==> config.mk <==
export PLATFORM = sky130hd
export DESIGN_NAME = fsr_special_resolve
export DESIGN_NICKNAME = d
export VERILOG_FILES = /design/src/rtl/fsr_pkg.sv /design/src/rtl/fsr_operand_norm.sv /design/src/rtl/fsr_zero_path.sv /design/src/rtl/fsr_inf_path.sv /design/src/rtl/fsr_special_resolve.sv
export SDC_FILE = /design/constraint.sdc
export NUM_CORES = 1
export LEC_CHECK = 0
export ABC_AREA = 1
export BUFFER_PORTS_ARGS = -buffer_cell sky130_fd_sc_hd__buf_2
export CORE_ASPECT_RATIO = 1.2
export CORE_MARGIN = 1
export CORE_UTILIZATION = 50
export CTS_CLUSTER_DIAMETER = 80
export CTS_CLUSTER_SIZE = 30
export DETAILED_ROUTE_END_ITERATION = 12
export PLACE_DENSITY = 0.76
export SYNTH_ARGS = -nofsm -noshare
export SYNTH_HDL_FRONTEND = slang
export SYNTH_HIERARCHICAL = 1
export SYNTH_SLANG_ARGS = --single-unit
==> constraint.sdc <==
create_clock -name clk -period 1.95 [get_ports clk]
set_input_delay 0 -clock clk [delete_from_list [all_inputs] [get_ports clk]]
set_output_delay 0 -clock clk [all_outputs]
set_load 0.05 [all_outputs]
==> src/rtl/fsr_pkg.sv <==
// Shared class codes and mode constants for the special-operand resolver.
// Assumes the caller encodes operand classes with exactly these codes.
package fsr_pkg;
    localparam logic [2:0] CLS_ZERO   = 3'd0;
    localparam logic [2:0] CLS_VALID  = 3'd1;
    localparam logic [2:0] CLS_DENORM = 3'd2;
    localparam logic [2:0] CLS_INF    = 3'd3;
    localparam logic [2:0] CLS_NAN    = 3'd4;
    localparam logic [1:0] RND_DOWN   = 2'b01;
endpackage

==> src/rtl/fsr_operand_norm.sv <==
// Converts a pseudo-denormal operand (denormal class with the significand's
// top bit set) to a valid one by bumping its exponent. Other operands pass
// through unchanged. Assumes the exponent may wrap on overflow.
module fsr_operand_norm
    import fsr_pkg::*;
#(
    parameter int EXP_W = 15
) (
    input  logic [2:0]       cls_i,
    input  logic [EXP_W-1:0] exp_i,
    input  logic             sig_msb_i,
    output logic [2:0]       cls_o,
    output logic [EXP_W-1:0] exp_o
);
    // Reclassify and adjust exponent of a pseudo-denormal.
    always_comb begin
        cls_o = cls_i;
        exp_o = exp_i;
        if (cls_i == CLS_DENORM && sig_msb_i) begin
            cls_o = CLS_VALID;
            exp_o = exp_i + EXP_W'(1);
        end
    end
endmodule

==> src/rtl/fsr_zero_path.sv <==
// Resolves any pair where at least one operand is zero. Zero plus zero takes a
// sign from the operand signs or the rounding mode. Otherwise the nonzero
// operand is copied with its effective sign. Assumes NaN pairs are filtered
// upstream and operands are already pseudo-denormal normalised.
module fsr_zero_path
    import fsr_pkg::*;
#(
    parameter int EXP_W = 15,
    parameter int SIG_W = 64
) (
    input  logic [2:0]       a_cls,
    input  logic             a_sign,
    input  logic [EXP_W-1:0] a_exp,
    input  logic [SIG_W-1:0] a_sig,
    input  logic [2:0]       b_cls,
    input  logic             b_sign,
    input  logic [EXP_W-1:0] b_exp,
    input  logic [SIG_W-1:0] b_sig,
    input  logic [1:0]       rnd_mode,
    output logic             hit,
    output logic [2:0]       z_cls,
    output logic             z_sign,
    output logic [EXP_W-1:0] z_exp,
    output logic [SIG_W-1:0] z_sig
);
    logic a_zero, b_zero;
    assign a_zero = (a_cls == CLS_ZERO);
    assign b_zero = (b_cls == CLS_ZERO);

    // Select the zero-pair result or copy the nonzero operand.
    always_comb begin
        hit    = 1'b1;
        z_cls  = CLS_ZERO;
        z_sign = 1'b0;
        z_exp  = '0;
        z_sig  = '0;
        if (a_zero && b_zero) begin
            z_sign = (a_sign == b_sign) ? a_sign : (rnd_mode == RND_DOWN);
        end else if (a_zero) begin
            z_cls  = b_cls;
            z_sign = b_sign;
            z_exp  = b_exp;
            z_sig  = b_sig;
        end else if (b_zero) begin
            z_cls  = a_cls;
            z_sign = a_sign;
            z_exp  = a_exp;
            z_sig  = a_sig;
        end else begin
            hit = 1'b0;
        end
    end
endmodule

==> src/rtl/fsr_inf_path.sv <==
// Resolves pairs with at least one infinity and no zero. It picks which
// infinite operand to return, or reports an invalid operation for opposite
// infinities. Assumes zero and NaN pairs are handled by higher priority logic.
module fsr_inf_path
    import fsr_pkg::*;
(
    input  logic [2:0] a_cls,
    input  logic       a_sign,
    input  logic [2:0] b_cls,
    input  logic       b_sign,
    output logic       hit,
    output logic       invalid,
    output logic       pick_b
);
    logic a_inf, b_inf;
    assign a_inf = (a_cls == CLS_INF);
    assign b_inf = (b_cls == CLS_INF);

    // Decide the infinite result source or flag infinity minus infinity.
    always_comb begin
        hit     = a_inf || b_inf;
        invalid = a_inf && b_inf && (a_sign != b_sign);
        pick_b  = !a_inf && b_inf;
    end
endmodule

==> src/rtl/fsr_special_resolve.sv <==
// Top of the special-operand resolver. Gives NaN routing priority, then the
// denormal abort, then zero handling, then infinity handling. The result is
// registered with a one-cycle valid. Assumes effective signs already include
// any subtract or reverse inversion.
module fsr_special_resolve
    import fsr_pkg::*;
#(
    parameter int EXP_W = 15,
    parameter int SIG_W = 64
) (
    input  logic             clk,
    input  logic             rst_n,
    input  logic             in_valid,
    input  logic [2:0]       a_cls,
    input  logic             a_sign,
    input  logic [EXP_W-1:0] a_exp,
    input  logic [SIG_W-1:0] a_sig,
    input  logic [2:0]       b_cls,
    input  logic             b_sign,
    input  logic [EXP_W-1:0] b_exp,
    input  logic [SIG_W-1:0] b_sig,
    input  logic [1:0]       rnd_mode,
    input  logic             denorm_mask,
    output logic             out_valid,
    output logic [2:0]       res_cls,
    output logic             res_sign,
    output logic [EXP_W-1:0] res_exp,
    output logic [SIG_W-1:0] res_sig,
    output logic             flag_invalid,
    output logic             flag_denorm,
    output logic             flag_abort,
    output logic             nan_sel
);
    localparam int NOPS = 2;
    localparam logic [SIG_W-1:0] INDEF_SIG = {2'b11, {(SIG_W-2){1'b0}}};
    localparam logic [EXP_W-1:0] EXP_ONES  = '1;

    logic [2:0]       in_cls  [NOPS];
    logic [EXP_W-1:0] in_exp  [NOPS];
    logic             in_msb  [NOPS];
    logic [2:0]       nrm_cls [NOPS];
    logic [EXP_W-1:0] nrm_exp [NOPS];

    assign in_cls[0] = a_cls;
    assign in_cls[1] = b_cls;
    assign in_exp[0] = a_exp;
    assign in_exp[1] = b_exp;
    assign in_msb[0] = a_sig[SIG_W-1];
    assign in_msb[1] = b_sig[SIG_W-1];

    for (genvar i = 0; i < NOPS; i++) begin : g_norm
        fsr_operand_norm #(.EXP_W(EXP_W)) u_norm (
            .cls_i     (in_cls[i]),
            .exp_i     (in_exp[i]),
            .sig_msb_i (in_msb[i]),
            .cls_o     (nrm_cls[i]),
            .exp_o     (nrm_exp[i])
        );
    end

    logic             z_hit;
    logic [2:0]       z_cls;
    logic             z_sign;
    logic [EXP_W-1:0] z_exp;
    logic [SIG_W-1:0] z_sig;

    fsr_zero_path #(.EXP_W(EXP_W), .SIG_W(SIG_W)) u_zero (
        .a_cls    (nrm_cls[0]),
        .a_sign   (a_sign),
        .a_exp    (nrm_exp[0]),
        .a_sig    (a_sig),
        .b_cls    (nrm_cls[1]),
        .b_sign   (b_sign),
        .b_exp    (nrm_exp[1]),
        .b_sig    (b_sig),
        .rnd_mode (rnd_mode),
        .hit      (z_hit),
        .z_cls    (z_cls),
        .z_sign   (z_sign),
        .z_exp    (z_exp),
        .z_sig    (z_sig)
    );

    logic i_hit, i_invalid, i_pick_b;

    fsr_inf_path u_inf (
        .a_cls   (a_cls),
        .a_sign  (a_sign),
        .b_cls   (b_cls),
        .b_sign  (b_sign),
        .hit     (i_hit),
        .invalid (i_invalid),
        .pick_b  (i_pick_b)
    );

    logic             is_nan, is_den, do_abort;
    logic [2:0]       n_cls;
    logic             n_sign, n_inv;
    logic [EXP_W-1:0] n_exp;
    logic [SIG_W-1:0] n_sig;

    assign is_nan   = (a_cls == CLS_NAN) || (b_cls == CLS_NAN);
    assign is_den   = !is_nan && ((a_cls == CLS_DENORM) || (b_cls == CLS_DENORM));
    assign do_abort = is_den && !denorm_mask;

    // Priority select among NaN route, abort, zero path and infinity path.
    always_comb begin
        n_cls  = CLS_ZERO;
        n_sign = 1'b0;
        n_exp  = '0;
        n_sig  = '0;
        n_inv  = 1'b0;
        if (is_nan) begin
            n_cls = CLS_NAN;
        end else if (do_abort) begin
            n_cls = CLS_ZERO;
        end else if (z_hit) begin
            n_cls  = z_cls;
            n_sign = z_sign;
            n_exp  = z_exp;
            n_sig  = z_sig;
        end else if (i_invalid) begin
            n_inv  = 1'b1;
            n_cls  = CLS_NAN;
            n_sign = 1'b1;
            n_exp  = EXP_ONES;
            n_sig  = INDEF_SIG;
        end else if (i_hit) begin
            n_cls  = CLS_INF;
            n_sign = i_pick_b ? b_sign : a_sign;
            n_exp  = i_pick_b ? b_exp  : a_exp;
            n_sig  = i_pick_b ? b_sig  : a_sig;
        end
    end

    // Output register: capture on in_valid, hold otherwise.
    always_ff @(posedge clk) begin
        if (!rst_n) begin
            out_valid    <= 1'b0;
            res_cls      <= CLS_ZERO;
            res_sign     <= 1'b0;
            res_exp      <= '0;
            res_sig      <= '0;
            flag_invalid <= 1'b0;
            flag_denorm  <= 1'b0;
            flag_abort   <= 1'b0;
            nan_sel      <= 1'b0;
        end else begin
            out_valid <= in_valid;
            if (in_valid) begin
                res_cls      <= n_cls;
                res_sign     <= n_sign;
                res_exp      <= n_exp;
                res_sig      <= n_sig;
                flag_invalid <= n_inv;
                flag_denorm  <= is_den;
                flag_abort   <= do_abort;
                nan_sel      <= is_nan;
            end
        end
    end


    valid_follow_chk: assert property (@(posedge clk) disable iff (!rst_n)
        in_valid |=> out_valid);

    valid_hold_chk: assert property (@(posedge clk) disable iff (!rst_n)
        !in_valid |=> (!out_valid && $stable(res_sig) && $stable(res_cls)));

    nan_quiet_chk: assert property (@(posedge clk) disable iff (!rst_n)
        nan_sel |-> (!flag_denorm && !flag_invalid && !flag_abort && res_cls == CLS_NAN));

    abort_void_chk: assert property (@(posedge clk) disable iff (!rst_n)
        flag_abort |-> (flag_denorm && !flag_invalid && res_sig == '0 && res_exp == '0));

    indef_value_chk: assert property (@(posedge clk) disable iff (!rst_n)
        flag_invalid |-> (res_sign && res_exp == EXP_ONES && res_sig == INDEF_SIG && !nan_sel));
endmodule

==> results.json, run 1 <==
{
  "status": "finished clean",
  "numClockSinks": 88,
  "overflow": 0,
  "critPathArrivalTime_ns": 1.82,
  "yosysWarnings": 6,
  "pwr-share-comb_pct": 31.5,
  "cts_resized": 0,
  "drive_gt1_share_pct": 19.9,
  "grt_start_max_net_pins": 82,
  "portBuffers": 259,
  "p_switching_mw": 1.91,
  "slew_headroom_pct": 66.3,
  "htreeDepth": 3,
  "ys_async_sr_fraction_pct": 0,
  "fin_crit_sh_pct": 79.4,
  "nets": 1918,
  "netlist_area_mm2": 0.00799,
  "drtAntennaViolNets": 0,
  "yosys.cell_count.top_type": "nand2_1",
  "coreArea_mm2": 0.0156,
  "power_frac_clock_pct": 33.0,
  "end_kind": "flop",
  "die_w_um": 117,
  "vdd_drop_max_v": 0.000451,
  "critPathMaxFanout": 49,
  "synth_cell_types": 29,
  "hold_violations": 0,
  "dp_hpwl_mm": 18.0,
  "syn-num-nets": 1713,
  "gp_congestion": 0.966,
  "area_growth_pct": 21.5,
  "synth_top_area_share_pct": 41.9,
  "synth_area_per_cell_um2": 5.19,
  "worst_pin_slew_ns": 0.506,
  "dpl.cell_count": 1938,
  "ys_top_cells_by_count": "nand2_1, inv_1, a21oi_1, nand3_1, dfxtp_1",
  "ctsLongestPathBuffers": 2,
  "fin_setup_tns_ns": 0,
  "pwr-share-seq_pct": 35.5,
  "clkLatencyLatePin_ns": 0.34,
  "yosys.area.top_type": "nand2_1",
  "p_leak_nw": 5.94,
  "antenna_found_initial": 1,
  "worstReg2RegStart": "flag_abort",
  "cts_buffers": 9,
  "dr.first_iter.drc_count": 864,
  "grt_usage_pct": 32.3,
  "synth_seq_cells": 88,
  "ys_top_cells_by_area": "nand2_1, dfxtp_1, a21oi_1",
  "chipHeight_um": 140,
  "cts-root-buf": "clkbuf_16",
  "critPathLaunchType": "primary input",
  "p_int_mw": 3.40,
  "stdcell_count": 1958,
  "dieArea_mm2": 0.0165,
  "clk_pin_slew_ns": 0.07,
  "first_global_vias": 9056,
  "drv_cap": 0,
  "startpoint": "in_valid",
  "dr.pass1.iters": 5,
  "grt_first_pass_wirelength_mm": 43.5,
  "routed_wl_mm": 26.6,
  "powerDensity_mw_per_mm2": 546,
  "rsz0062_at_grt": "false",
  "fin_worst_skew_ns": 0,
  "num_io_pins": 260,
  "fp-row-count": 50,
  "final_area_mm2": 0.00971,
  "drcViolationCount": 0,
  "dpl_cell_area_mm2": 0.00938,
  "max_freq_mhz": 646,
  "cts_tree": "built",
  "netlist_instances": 1539,
  "swShare_pct": 35.9,
  "setup_viol": 0,
  "vias_per_cell": 5.15,
  "hold_class": "primary input to flop",
  "ys_seq_area_share_pct": 22.1,
  "required_ns": 2.22,
  "dr_total_vias": 10100,
  "start_util_pct": 51.1,
  "fin_crit_ns": 1.55,
  "synth_edf_count": 0,
  "drv_slew": 0,
  "min_from": "a_sig[59]",
  "crit_type": "primary input to flop",
  "ys.flop_type": "dfxtp_1",
  "wire_per_inst_um": 13.6
}
cell type report:
type | instances | area [um^2]
inverter | 146 | 548
timing repair buffer | 290 | 1690
tap | 208 | 260
clock inverter | 5 | 57.6
sequential | 88 | 1760
antenna | 1 | 2.50
clock buffer | 11 | 233
fill | 1647 | 5930
multi-input combinational | 1209 | 5160
through the flow:
step	power, mW	worst slack (ns)	hold WS, ns	utilization, %
finish	5.30	0.402	0.114	62.1
global route	5.61	0.182	0.147	62.1
CTS	5.33	0.437	0.103	62.0
detailed placement	3.56	0.0984	0.299	60.0
global placement	3.55	0.148	0.298	60.0
floorplan	3.04	0.249	0.116	-
power groups by stage:
stage	Combinational, mW	Sequential [mW]	Clock, mW
after floorplan	0.922	2.11	0
after global placement	1.63	1.92	0
after detailed placement	1.64	1.92	0
after CTS	1.65	1.88	1.79
after global routing	1.85	1.89	1.87
final	1.67	1.88	1.75
worst max-delay path: stages:
cell and delay [ns]:
dlygate4sd3_1 0.55, buf_2 0.18, inv_2 0.31, buf_12 0.30
buf_4 0.23, nand2_1 0.06, a21oi_1 0.15
state kept, by name (all words and copies together), names as in the netlist:
| signal | flops |
|---|---|
| flag_abort | 1 |
| flag_denorm | 1 |
| flag_invalid | 1 |
| nan_sel | 1 |
| out_valid | 1 |
| res_cls | 3 |
| res_exp | 15 |
| res_sig | 64 |
| res_sign | 1 |
layer usage:
layer  GRT usage [%]  vias to the layer above  part of all wire [%]
met5               0                        -                     0
li1                -                     5093                     -
met2            57.3                      403                    49
met4            15.4                        0                   3.4
met1            39.0                     4527                    42
met3            3.18                       61                   5.7
placed cells by master, fill, tap and decap left out, drive strengths merged:
master	Yosys	routed
xnor2	12	12
diode	0	1
ha	2	2
nand3	100	100
nand2	898	898
nand3b	2	2
dlygate4sd3	0	3
o211ai	15	15
nand4	12	12
o21bai	1	1
buf	74	287
nor3	3	3
o22ai	1	1
clkbuf	22	11
xor2	8	8
clkinv	0	4
o21a	1	1
dfxtp	88	88
nor2	43	43
a21oi	102	102
inv	146	146
o21ai	9	9
bufinv	0	1
cell families after synthesis:
group                    synth area share [%]
flip-flops                               22.1
XOR/XNOR                                 2.19
AO/OA/AOI/OAI                            8.63
AND/OR/NAND/NOR                          53.2
buffers and inverters                    13.6
adder cells (fa/ha/maj)                 0.313
final timing paths:
path | to | cells past startpoint | slack, ns
worst min register to register | flag_denorm | 2 | 0.46
worst max register to register | flag_abort | 3 | 0.75
worst min-delay path | res_sig[59] | 7 | 0.11
worst max-delay path | res_sig[39] | 7 | 0.40
timing repair:
action                                 CTS  global route
setup buffers                            0             0
hold buffers                             3             0
endpoints found under the hold margin    4             0
(Power assumes the default switching activity.)
==> inputs of run 2 (changes only) <==
==> constraint.sdc (replaced) <==
create_clock -name clk -period 1.45 [get_ports clk]
set_input_delay 0 -clock clk [delete_from_list [all_inputs] [get_ports clk]]
set_output_delay 0 -clock clk [all_outputs]
set_load 0.05 [all_outputs]
==> run 2 against run 1 <==
Effect of this change: power grew 41%; clock power grew 39%; flip-flop and latch count is the same; register-to-register slack lost 0.45 ns; clock-buffer cell count grew 1; sequential power grew 35%; worst hold slack lost 0.021 ns; global-route usage shrank 0.46 points.
==> results.json, run 2 (synthesized netlist as in run 1, its figures left out) <==
{
  "regMostFlops": "res_sig",
  "clkLatencyLatePin_ns": 0.34,
  "min_path_cells": 5,
  "reg2reg_to": "flag_abort",
  "first_global_vias": 9047,
  "vdd_drop_max_v": 0.000538,
  "p_int_mw": 4.88,
  "rsz0062_at_grt": "false",
  "reg2reg_slack_ns": 0.30,
  "n_antenna_cell": 0,
  "nets": 2005,
  "portBuffers": 259,
  "multiInputGateArea_mm2": 0.00523,
  "fin_crit_ns": 1.32,
  "min_to": "res_sig[62]",
  "drcViolationCount": 0,
  "power_mw": 7.48,
  "die_w_um": 117,
  "startpoint": "b_cls[1]",
  "hold_class": "primary input to flop",
  "hold_violations": 0,
  "top_regs": "res_sig x64, res_exp x15, res_cls x3",
  "antenna_found_initial": 1,
  "chipHeight_um": 140,
  "critPathArrivalTime_ns": 1.56,
  "routed_wl_mm": 26.6,
  "clk_pin_slew_ns": 0.06,
  "critPathLaunchType": "primary input",
  "worstReg2RegStart": "flag_abort",
  "largest_reg_flops": 64,
  "drv_slew": 0,
  "regArea_mm2": 0.00176,
  "final_cell_mix": "nand2_1, buf_2, inv_1, a21oi_1, nand3_1",
  "crit_type": "primary input to flop",
  "p_switching_mw": 2.60,
  "num_io_pins": 260,
  "power_frac_clock_pct": 32.5,
  "setup_viol": 0,
  "cts_tree": "built",
  "cts_buffers": 9,
  "drv_cap": 0,
  "dr.pass1.iters": 5,
  "fin_worst_skew_ns": 0,
  "grt_first_pass_wirelength_mm": 43.1,
  "end_kind": "flop",
  "overflow": 0,
  "critPathMaxFanout": 35,
  "coreArea_mm2": 0.0156,
  "start_util_pct": 51.1,
  "required_ns": 1.69,
  "dr_total_vias": 10400,
  "max_freq_mhz": 755,
  "grt_start_max_net_pins": 50,
  "area_growth_pct": 33.0,
  "wire_per_inst_um": 13.0,
  "ctsLongestPathBuffers": 2,
  "swShare_pct": 34.7,
  "fillers": 1564,
  "worst_pin_slew_ns": 0.373,
  "dr.first_iter.drc_count": 842,
  "numClockSinks": 88,
  "status": "finished clean",
  "p_leak_nw": 6.45,
  "vias_per_cell": 5.07,
  "fin_util_pct": 67.9,
  "drive_gt1_share_pct": 24.7,
  "drtAntennaViolNets": 0,
  "gp_congestion": 0.961,
  "htreeDepth": 3,
  "cts-root-buf": "clkbuf_16",
  "fp-row-count": 50,
  "r2r_cells": 3,
  "slew_headroom_pct": 75.1,
  "powerDensity_mw_per_mm2": 704,
  "final_common_cell": "nand2_1",
  "grt_usage_pct": 31.8,
  "dieArea_mm2": 0.0165,
  "fin_crit_sh_pct": 91.4,
  "pwr-share-comb_pct": 33.6,
  "fin_setup_tns_ns": 0,
  "pwr-share-seq_pct": 33.9,
  "min_from": "a_sig[62]",
  "dp_hpwl_mm": 19.8
}
[run 2: critical path: stages]
cell and delay, ns:
buf_2 0.12, buf_4 0.15, nor2_1 0.10, nand2_1 0.07
nand2_2 0.12, inv_2 0.07, nand3_4 0.09, buf_12 0.20
a21oi_1 0.08, dlygate4sd3_1 0.55
[run 2: area by class of cell]
cell class	instances	share of cell area, %
clock buffers	12	2.41
clock inverters	4	0.495
inverters	146	5.18
well taps	208	2.45
multi-input cells	1209	49.2
flip-flops and latches	88	16.6
repair buffers	377	23.7
[run 2: metal layers]
layer	share of wire, %	vias to the layer above	track usage [%]	routed length, um
met5	0	-	0	0
met4	3.0	0	13.9	793
met3	6.3	59	3.66	1680
met2	49	418	56.5	13000
met1	42	4617	38.5	11100
li1	-	5264	-	-
[run 2: worst max-delay path by stage]
stage	to
3_3_place_gp	res_exp[11]
4_1_cts	res_exp[11]
3_5_place_dp	res_exp[11]
5_1_grt	res_sig[21]
6_report	flag_abort
2_1_floorplan	res_sig[36]
[run 2: power groups by stage]
stage | sequential, mW | combinational, mW | clock [mW]
floorplan | 2.84 | 1.26 | 0
global placement | 2.58 | 2.44 | 0
detailed placement | 2.58 | 2.47 | 0
CTS | 2.53 | 2.49 | 2.48
global route | 2.54 | 2.76 | 2.58
finish | 2.53 | 2.51 | 2.43
[run 2: timing repair]
| item | 4_1_cts | 5_1_grt |
|---|---|---|
| endpoints found under the hold margin | 5 | 0 |
| setup endpoints to repair | 0 | 11 |
| setup buffers | 0 | 1 |
| resized for setup | 0 | 5 |
| hold buffers | 3 | 0 |
[run 2: per-stage QoR]
stage          std cells  area, um^2  hold slack, ns  worst slack [ns]
2_1_floorplan       1539        8080           0.116           -0.0569
3_3_place_gp        2024       10300           0.298            -0.201
3_5_place_dp        2024       10300           0.304            -0.280
4_1_cts             2043       10600          0.0861            0.0909
5_1_grt             2044       10600           0.123           0.00692
6_report            2044       10600          0.0929             0.125
==> inputs of run 3 (changes only) <==
--- a/config.mk
+++ b/config.mk
@@ -13,7 +13,7 @@
 export CTS_CLUSTER_DIAMETER = 80
 export CTS_CLUSTER_SIZE = 30
 export DETAILED_ROUTE_END_ITERATION = 12
-export PLACE_DENSITY = 0.76
+export PLACE_DENSITY = 0.88
 export SYNTH_ARGS = -nofsm -noshare
 export SYNTH_HDL_FRONTEND = slang
 export SYNTH_HIERARCHICAL = 1
==> run 3 against run 2 <==
Effect of this change: largest power group is now combinational logic; worst hold slack gained 0.011 ns; wire length grew 4.9%; fmax shrank 4.6%; non-clock buffer count is the same; highest routed layer unchanged; cell area grew 1.3%; core utilization grew 0.86 points; flip-flop and latch count is the same; register-to-register slack lost 0.02 ns; clock-buffer cell count is the same; die area is the same; first-iteration DRC count grew 19%.
==> results.json, run 3 (synthesized netlist as in run 1, its figures left out) <==
{
  "hold_class": "primary input to flop",
  "cp_top_family": "simple AND/OR/NAND/NOR gates",
  "worst_pin_slew_ns": 0.466,
  "vias_per_cell": 5.20,
  "p_leak_nw": 6.48,
  "final_area_mm2": 0.0108,
  "slowest_stage": "nor3_4",
  "cts-root-buf": "clkbuf_16",
  "fin_crit_ns": 1.39,
  "chipHeight_um": 140,
  "path_cells": "buf_2 > inv_1 > nand2_2 > nor2_4 > nor2_2 > inv_1 > nand2_2 > nand2_4 > nor3_4 > buf_6 > clkbuf_16 > nand2_1 > nand2_1 > nand3_1 > a21oi_2",
  "vdd_drop_max_v": 0.000644,
  "power_frac_clock_pct": 31.7,
  "cts_buffers": 9,
  "max_stage_delay_ns": 0.21,
  "setup_ws_ns": 0.0607,
  "reg2reg_to": "flag_abort",
  "dieArea_mm2": 0.0165,
  "drv_cap": 0,
  "nets": 2005,
  "final_common_cell": "nand2_1",
  "cp-endpoint": "res_sig[35]",
  "whs_ns": 0.104,
  "route.met2.wl_mm": 13.3,
  "stdcell_count": 2045,
  "status": "finished clean",
  "start_util_pct": 51.1,
  "fin_crit_sh_pct": 95.8,
  "p_switching_mw": 2.64,
  "reg2reg_slack_ns": 0.28,
  "crit_type": "primary input to flop",
  "critPathArrivalTime_ns": 1.66,
  "drcViolationCount": 0,
  "fin_worst_skew_ns": 0,
  "fin_setup_tns_ns": 0,
  "largest_reg_flops": 64,
  "grt_usage_pct": 31.6,
  "rsz0062_at_grt": "true",
  "powerDensity_mw_per_mm2": 699,
  "numClockSinks": 88,
  "r2r_cells": 3,
  "cp_num_buf_inv": 5,
  "portBuffers": 259,
  "setup_viol": 0,
  "wl_met3_mm": 2.31,
  "final_cell_mix": "nand2_1, buf_2, inv_1, nand3_1, a21oi_1",
  "clkLatencyLatePin_ns": 0.33,
  "swShare_pct": 35.2,
  "clk_pin_slew_ns": 0.06,
  "p_int_mw": 4.87,
  "cp.depth": 15,
  "ctsLongestPathBuffers": 2,
  "first_global_vias": 9258,
  "grt_first_pass_wirelength_mm": 42.8,
  "pwr-share-seq_pct": 33.7,
  "num_io_pins": 260,
  "worstReg2RegStart": "flag_abort",
  "wire_per_inst_um": 13.7,
  "dp_hpwl_mm": 19.2,
  "slew_headroom_pct": 68.9,
  "overflow": 0,
  "htreeDepth": 3,
  "grt_start_max_net_pins": 47,
  "top_regs": "res_sig x64, res_exp x15, res_cls x3",
  "dr.first_iter.drc_count": 1000,
  "area_growth_pct": 34.7,
  "fillers": 1400,
  "critPathLaunchType": "primary input",
  "drtAntennaViolNets": 0,
  "dr_total_vias": 10600,
  "dpl_cell_area_mm2": 0.0102,
  "startpoint": "a_cls[0]",
  "hold_violations": 0,
  "routed_wl_mm": 27.9,
  "critPathMaxFanout": 8,
  "regMostFlops": "res_sig",
  "drv_slew": 0,
  "end_kind": "flop",
  "gp_congestion": 0.933,
  "cts_tree": "built",
  "wl_met1_mm": 11.1,
  "dr.pass1.iters": 6,
  "fp-row-count": 50,
  "drive_gt1_share_pct": 25.1,
  "antenna_found_initial": 1,
  "required_ns": 1.72,
  "coreArea_mm2": 0.0156,
  "dr.max_layer_used": "met4",
  "die_w_um": 117,
  "max_freq_mhz": 720,
  "place_ws_ns": -0.203,
  "min_path_cells": 5,
  "pwr-share-comb_pct": 34.7,
  "dpl.cell_count": 2014
}
## run 3: worst min-delay path by stage
stage	startpoint	end	slack (ns)
finish	a_sig[62]	res_sig[62]	0.10
global route	a_sig[46]	res_sig[46]	0.16
CTS	a_sig[62]	res_sig[62]	0.10
detailed placement	in_valid	flag_abort	0.31
global placement	in_valid	flag_abort	0.31
floorplan	rst_n	out_valid	0.12
## run 3: worst reg2reg max path, delay by kind of cell (launching register included)
kind            cells  cell delay (ns)
buf+inv             1             0.56
flops               1             0.31
compound gates      2             0.19
## run 3: timing repair
item,in CTS,in global routing
hold buffers,3,0
setup buffers,0,6
endpoints found under the hold margin,3,0
resized for setup,0,15
setup endpoints to repair,0,16
## run 3: stage by stage
stage	util (%)	power (mW)
4_1_cts	67.4	7.43
6_report	68.8	7.52
3_5_place_dp	65.3	5.04
5_1_grt	68.8	7.90
3_3_place_gp	65.3	5.00
2_1_floorplan	-	4.11
## run 3: layout make-up
| type | instances | area [um^2] | area share (%) |
|---|---|---|---|
| multi-input cells | 1209 | 5260 | 48.9 |
| repair buffers | 377 | 2620 | 24.4 |
| flip-flops and latches | 88 | 1760 | 16.4 |
| inverters | 146 | 551 | 5.12 |
| well taps | 208 | 260 | 2.42 |
| clock buffers | 12 | 246 | 2.29 |
| clock inverters | 4 | 53.8 | 0.500 |
| diodes | 1 | 2.50 | 0.0233 |
## run 3: layer usage
layer	GRT usage, %	vias up
met1	38.6	4700
met5	0	-
met2	54.3	564
met3	4.03	103
met4	16.2	0
li1	-	5269
## run 3: power groups by stage
stage | registers, mW | logic [mW] | clock network, mW
finish | 2.53 | 2.60 | 2.38
global route | 2.54 | 2.84 | 2.52
CTS | 2.53 | 2.48 | 2.43
detailed placement | 2.58 | 2.46 | 0
global placement | 2.58 | 2.42 | 0
floorplan | 2.84 | 1.26 | 0
